File: config.mk
export PLATFORM = sky130hd
export DESIGN_NAME = caldac_loader
export DESIGN_NICKNAME = d
export VERILOG_FILES = /design/src/rtl/caldac_pkg.sv /design/src/rtl/caldac_cache.sv /design/src/rtl/caldac_shifter.sv /design/src/rtl/caldac_loader.sv
export SDC_FILE = /design/constraint.sdc
export NUM_CORES = 1
export LEC_CHECK = 0
export CORE_UTILIZATION = 50
export DETAILED_ROUTE_END_ITERATION = 16
export GPL_TIMING_DRIVEN = 0
export PLACE_DENSITY = 0.72
export SLEW_MARGIN = 10
export SYNTH_ARGS = -nofsm -noshare
export SYNTH_HDL_FRONTEND = slang
export SYNTH_HIERARCHICAL = 1
export SYNTH_SLANG_ARGS = --single-unit
File: constraint.sdc
create_clock -name clk -period 3 [get_ports clk]
set_input_delay 0.45 -clock clk [delete_from_list [all_inputs] [get_ports clk]]
set_output_delay 0.45 -clock clk [all_outputs]
set_load 0.02 [all_outputs]
File: src/rtl/caldac_pkg.sv
package caldac_pkg;

   typedef enum logic [1:0] {
      SH_IDLE,
      SH_LO,
      SH_HI,
      SH_LD
   } sh_state_t;

   typedef enum logic [1:0] {
      LD_INIT_GO,
      LD_INIT_WAIT,
      LD_IDLE,
      LD_XFER
   } ld_state_t;

endpackage

File: src/rtl/caldac_cache.sv
module caldac_cache #(
   parameter int NUM_CH  = 8,
   parameter int CH_W    = 4,
   parameter int VAL_W   = 8,
   parameter int RST_VAL = 127
) (
   input  logic             clk,
   input  logic             rst_n,
   input  logic             wr_en,
   input  logic [CH_W-1:0]  wr_chan,
   input  logic [VAL_W-1:0] wr_val,
   input  logic [CH_W-1:0]  look_chan,
   output logic [VAL_W-1:0] look_val,
   input  logic [CH_W-1:0]  rd_chan,
   output logic [VAL_W-1:0] rd_val
);

   logic [NUM_CH-1:0][VAL_W-1:0] entry;

   for (genvar g = 0; g < NUM_CH; g++) begin : g_ent
      always_ff @(posedge clk) begin
         if (!rst_n)
            entry[g] <= VAL_W'(RST_VAL);
         else if (wr_en && wr_chan == CH_W'(g))
            entry[g] <= wr_val;
      end
   end

   always_comb begin
      look_val = '0;
      for (int i = 0; i < NUM_CH; i++)
         if (look_chan == CH_W'(i)) look_val = entry[i];
   end

   logic [VAL_W-1:0] rd_next;
   always_comb begin
      rd_next = '0;
      for (int i = 0; i < NUM_CH; i++)
         if (rd_chan == CH_W'(i)) rd_next = entry[i];
   end

   always_ff @(posedge clk) begin
      if (!rst_n) rd_val <= '0;
      else        rd_val <= rd_next;
   end


   cache_upd_chk: assert property (@(posedge clk) disable iff (!rst_n)
      wr_en |=> entry[$past(wr_chan)] == $past(wr_val));

endmodule

File: src/rtl/caldac_shifter.sv
module caldac_shifter
   import caldac_pkg::*;
#(
   parameter int FRAME_W = 12,
   parameter int HALF    = 2
) (
   input  logic               clk,
   input  logic               rst_n,
   input  logic               start,
   input  logic [FRAME_W-1:0] frame,
   output logic               sclk,
   output logic               sdata,
   output logic               load,
   output logic               fin,
   output logic               active
);

   localparam int BC_W = $clog2(FRAME_W);
   localparam int PH_W = (HALF > 1) ? $clog2(HALF) : 1;

   sh_state_t          st;
   logic [FRAME_W-1:0] sh;
   logic [BC_W-1:0]    bitc;
   logic               ph_done;

   if (HALF == 1) begin : g_ph_one
      assign ph_done = 1'b1;
   end else begin : g_ph_cnt
      logic [PH_W-1:0] ph;
      always_ff @(posedge clk) begin
         if (!rst_n || st == SH_IDLE || ph_done) ph <= '0;
         else                                    ph <= ph + 1'b1;
      end
      assign ph_done = (ph == PH_W'(HALF - 1));
   end

   always_ff @(posedge clk) begin
      if (!rst_n) begin
         st   <= SH_IDLE;
         sh   <= '0;
         bitc <= '0;
         fin  <= 1'b0;
      end else begin
         fin <= (st == SH_LD) && ph_done;
         case (st)
            SH_IDLE: if (start) begin
               sh   <= frame;
               bitc <= '0;
               st   <= SH_LO;
            end
            SH_LO: if (ph_done) st <= SH_HI;
            SH_HI: if (ph_done) begin
               if (bitc == BC_W'(FRAME_W - 1)) begin
                  st <= SH_LD;
               end else begin
                  bitc <= bitc + 1'b1;
                  sh   <= sh << 1;
                  st   <= SH_LO;
               end
            end
            SH_LD: if (ph_done) st <= SH_IDLE;
            default: st <= SH_IDLE;
         endcase
      end
   end

   assign sclk   = (st == SH_HI);
   assign load   = (st == SH_LD);
   assign sdata  = ((st == SH_LO) || (st == SH_HI)) && sh[FRAME_W-1];
   assign active = (st != SH_IDLE);


   load_excl_chk: assert property (@(posedge clk) disable iff (!rst_n)
      load |-> !sclk);


   sdata_hold_chk: assert property (@(posedge clk) disable iff (!rst_n)
      (sclk && $past(sclk)) |-> $stable(sdata));


   load_after_frame_chk: assert property (@(posedge clk) disable iff (!rst_n)
      $rose(load) |-> (bitc == BC_W'(FRAME_W - 1)));

endmodule

File: src/rtl/caldac_loader.sv
module caldac_loader
   import caldac_pkg::*;
#(
   parameter int NUM_CH = 8,
   parameter int CH_W   = 4,
   parameter int VAL_W  = 8,
   parameter int HALF   = 2
) (
   input  logic             clk,
   input  logic             rst_n,
   input  logic             req_valid,
   input  logic [CH_W-1:0]  req_chan,
   input  logic [VAL_W-1:0] req_value,
   output logic             busy,
   output logic             done,
   input  logic [CH_W-1:0]  rd_chan,
   output logic [VAL_W-1:0] rd_value,
   output logic             dac_sclk,
   output logic             dac_sdata,
   output logic             dac_load,
   output logic             eep_sel,
   output logic             eep_wr_rel
);

   localparam int FRAME_W = CH_W + VAL_W;
   localparam int MID     = (1 << (VAL_W - 1)) - 1;

   if (NUM_CH < 1 || NUM_CH > (1 << CH_W)) begin : g_bad_nch
      $error("NUM_CH must lie between 1 and 2**CH_W");
   end
   if (CH_W < 1 || VAL_W < 2 || HALF < 1) begin : g_bad_w
      $error("CH_W, VAL_W or HALF out of range");
   end

   ld_state_t          st;
   logic [CH_W-1:0]    ich;
   logic               accept, in_range, hit, launch, skip;
   logic [VAL_W-1:0]   look_val;
   logic               sh_start, sh_fin, sh_active;
   logic [FRAME_W-1:0] sh_frame;

   assign in_range = ({1'b0, req_chan} < (CH_W + 1)'(NUM_CH));
   assign accept   = (st == LD_IDLE) && req_valid && in_range;
   assign hit      = (look_val == req_value);
   assign skip     = accept && hit;
   assign launch   = accept && !hit;
   assign sh_start = (st == LD_INIT_GO) || launch;
   assign sh_frame = (st == LD_INIT_GO) ? {ich, VAL_W'(MID)}
                                        : {req_chan, req_value};

   caldac_cache #(
      .NUM_CH (NUM_CH),
      .CH_W   (CH_W),
      .VAL_W  (VAL_W),
      .RST_VAL(MID)
   ) u_cache (
      .clk      (clk),
      .rst_n    (rst_n),
      .wr_en    (launch),
      .wr_chan  (req_chan),
      .wr_val   (req_value),
      .look_chan(req_chan),
      .look_val (look_val),
      .rd_chan  (rd_chan),
      .rd_val   (rd_value)
   );

   caldac_shifter #(
      .FRAME_W(FRAME_W),
      .HALF   (HALF)
   ) u_shift (
      .clk   (clk),
      .rst_n (rst_n),
      .start (sh_start),
      .frame (sh_frame),
      .sclk  (dac_sclk),
      .sdata (dac_sdata),
      .load  (dac_load),
      .fin   (sh_fin),
      .active(sh_active)
   );

   always_ff @(posedge clk) begin
      if (!rst_n) begin
         st   <= LD_INIT_GO;
         ich  <= '0;
         done <= 1'b0;
      end else begin
         done <= skip || ((st == LD_XFER) && sh_fin);
         case (st)
            LD_INIT_GO:   st <= LD_INIT_WAIT;
            LD_INIT_WAIT: if (sh_fin) begin
               if (ich == CH_W'(NUM_CH - 1)) begin
                  st <= LD_IDLE;
               end else begin
                  ich <= ich + 1'b1;
                  st  <= LD_INIT_GO;
               end
            end
            LD_IDLE: if (launch) st <= LD_XFER;
            LD_XFER: if (sh_fin) st <= LD_IDLE;
            default: st <= LD_IDLE;
         endcase
      end
   end

   assign busy       = (st != LD_IDLE);
   assign eep_sel    = 1'b0;
   assign eep_wr_rel = 1'b0;


   done_idle_chk: assert property (@(posedge clk) disable iff (!rst_n)
      done |-> !busy);


   skip_quiet_chk: assert property (@(posedge clk) disable iff (!rst_n)
      skip |=> (done && !sh_active));


   launch_busy_chk: assert property (@(posedge clk) disable iff (!rst_n)
      launch |=> (busy && sh_active));


   busy_hold_chk: assert property (@(posedge clk) disable iff (!rst_n)
      (st == LD_XFER && !sh_fin) |=> busy);

endmodule

==> impl_summary.log <==
INFO  metric run_status = finished clean
INFO  metric layout-drive-gt1-share = 17.4%
INFO  metric clock-sinks = 99
INFO  metric final_min_period = 2950 ps
INFO  metric synth-warning-count = 6
INFO  metric synthesized_area_per_cell = around 8.6 sq um
INFO  metric core_region_area = 10900 sq um
INFO  metric gpl.final_weighted_congestion = 0.962
INFO  metric timing.clock.skew = 9.02 ps
INFO  metric worst_ep_arrival = 3170 ps
INFO  metric number_of_violations_of_the_max_capacitance_limit = 0
INFO  metric timing.final.hold_violations = 0
INFO  metric postSynthCellCount = 656
INFO  metric timing_max_transition_violations_final = 0
INFO  metric finalInstanceArea = between 6000 and 7000 sq um
INFO  metric max_clock_freq = approximately 0.34 GHz
INFO  metric cts.reportedPaths.clkPinSlew = 70 ps
INFO  metric fillers = 1040
INFO  metric average_vias_per_placed_instance = 6.30
INFO  metric setup_tns = 0 ps
INFO  metric layout.nets = 728
INFO  metric number_of_global_route_vias_before_repair = approximately 5200
INFO  metric postRouteWirelength = between 15 and 20 mm
INFO  metric starting_density_of_the_core = 51.6%
INFO  metric grt.overflow.total = 0
INFO  metric port_buffers = 30
INFO  metric insertion_delay = roughly 360 ps
INFO  metric power.density = approximately 520 nW/um^2
INFO  metric die_w = 108 um
INFO  metric fin_hold_ws = 460 ps
INFO  metric routed.top_layer = met4
INFO  metric vdd.ir_drop.worst = 0.414 mV
INFO  metric worst_setup_path_start_kind = input port
INFO  metric dp.cells = 827
INFO  metric critPathKind = in2reg
INFO  metric io_pins = 34
INFO  metric antennaDiodeCount = 0
INFO  metric final_cells = 845
INFO  metric fp.dieArea = about 12000 sq um
INFO  metric clock_tree.root_cell = sky130_fd_sc_hd__clkbuf_16
INFO  metric global_route_wire_length_before_repair = between 20 and 30 mm
INFO  metric min_period_over_period = between 90 and 100%
INFO  metric post_dp_cell_area = 6130 sq um
INFO  metric headroom_to_the_max_slew_limit = 52.2%
INFO  metric fp-row-count = 38
INFO  metric dpl.hpwl = 12.6 mm
INFO  metric fp.dieH = between 100 and 150 um
INFO  metric worst_slack = between 50 and 60 ps
INFO  metric routed_wire_length_per_instance = between 20 and 25 um
INFO  metric tritoncts = yes
INFO  metric met2_length = 8.40 mm
INFO  metric initial_antenna_violation_count = 0
INFO  metric drt.antenna.violating_nets = 0
INFO  metric firstDrtPassIters = 7
INFO  metric h-tree-depth = 3
INFO  metric crit_path_max_fanout = 10
INFO  metric area_growth = 15.0%
INFO  metric cts-hold-fix-buffers = 0
INFO  metric finalSetupViolCount = 0
INFO  metric total_leakage_power = 2.29 nW
INFO  metric hold_path.class = reg2reg
INFO  metric pin_count_of_the_biggest_net_entering_global_routing = 15
INFO  metric drt-initial-drc-count = 715
INFO  metric clock_path_buffers = 2
INFO  metric timing.critical_path.required = 3220 ps
INFO  metric remaining_drc_errors = 0
INFO  metric cts_buffers = 9
INFO  metric timing_worst_slew_pin_value = 717 ps
INFO  metric met3WireLength = 1.45 mm
INFO  metric setup.worst_path.end_class = flop
INFO  metric grt_use_total = around 31%
INFO  metric vias = approximately 5300
INFO  metric detail_route.wirelength.met1 = 7.06 mm
INFO  metric syn_area = 5650 sq um
INFO  metric place_ws = -1120 ps
-- per-stage QoR --
| step | util (%) | total power, W |
|---|---|---|
| 2_1_floorplan | - | 0.00198 |
| 3_3_place_gp | 56.0 | 0.00217 |
| 3_5_place_dp | 56.0 | 0.00219 |
| 4_1_cts | 59.0 | 0.00335 |
| 5_1_grt | 59.4 | 0.00349 |
| 6_report | 59.4 | 0.00335 |
-- where the power goes --
part	switching (W)	internal, W	leakage (nW)	total [W]
Clock	0.000504	0.000640	0.136	0.00114
Combinational	0.000421	0.000344	1.35	0.000765
Sequential	0.0000504	0.00139	0.804	0.00144
-- state kept, by name (all words and copies together), names as in the netlist --
register,count
done,1
ich,4
st,2
u_cache/entry,64
u_cache/rd_val,8
u_shift/bitc,4
u_shift/fin,1
u_shift/g_ph_cnt.ph,1
u_shift/sh,12
u_shift/st,2
-- metal layers --
metal	vias up	track usage, %
met5	-	0
li1	2470	-
met3	44	5.85
met4	0	15.0
met1	2516	38.6
met2	296	52.4
-- layout by cell type, fill, tap and decap left out, drive strengths merged, types with 16 or more instances in the layout --
cell / n
clkdlybuf4s50: 26
nand3: 123
mux2i: 31
o21ai: 81
or2: 16
nand2: 39
clkbuf: 47
buf: 34
mux2: 37
dfxtp: 99
-- critical path, stage by stage --
cell	delay (ps)
sky130_fd_sc_hd__buf_4	150
sky130_fd_sc_hd__buf_8	160
sky130_fd_sc_hd__mux2_2	340
sky130_fd_sc_hd__a222oi_1	340
sky130_fd_sc_hd__o21ai_1	140
sky130_fd_sc_hd__xnor2_1	160
sky130_fd_sc_hd__nand4_1	250
sky130_fd_sc_hd__nor2_4	80
sky130_fd_sc_hd__nor2_4	110
sky130_fd_sc_hd__or3b_4	420
sky130_fd_sc_hd__clkbuf_4	210
sky130_fd_sc_hd__o21ai_0	230
sky130_fd_sc_hd__nand3_1	110
-- layout make-up --
class	instances	area, sq um	area share, %
flip-flops and latches	99	1980	30.5
repair buffers	33	305	4.70
well taps	140	175	2.70
clock inverters	3	40.0	0.616
multi-input cells	492	3390	52.3
clock buffers	12	236	3.64
plain buffers	62	347	5.34
inverters	4	15.0	0.231
-- path summary, 6_finish.rpt --
| kind | start | endpoint | slack [ps] | cells past startpoint |
|---|---|---|---|---|
| hold / removal | u_shift/sh[8]$_SDFFE_PN0P_ | u_shift/sh[8]$_SDFFE_PN0P_ | 460 | 2 |
| setup reg to reg | u_cache/entry[14]$_SDFFE_PN1P_ | u_cache/entry[13]$_SDFFE_PN1P_ | 210 | 11 |
| setup / recovery | req_chan[1] | u_cache/entry[13]$_SDFFE_PN1P_ | 50 | 13 |
| hold reg to reg | u_shift/sh[8]$_SDFFE_PN0P_ | u_shift/sh[8]$_SDFFE_PN0P_ | 460 | 2 |
-- what timing repair did --
item,4_1_cts,5_1_grt
resized for setup,26,40
pin swaps,3,6
buffers inserted,2,1
gates cloned,0,1
setup endpoints to repair,82,76
No activity file was read; power rests on OpenSTA's default activity.
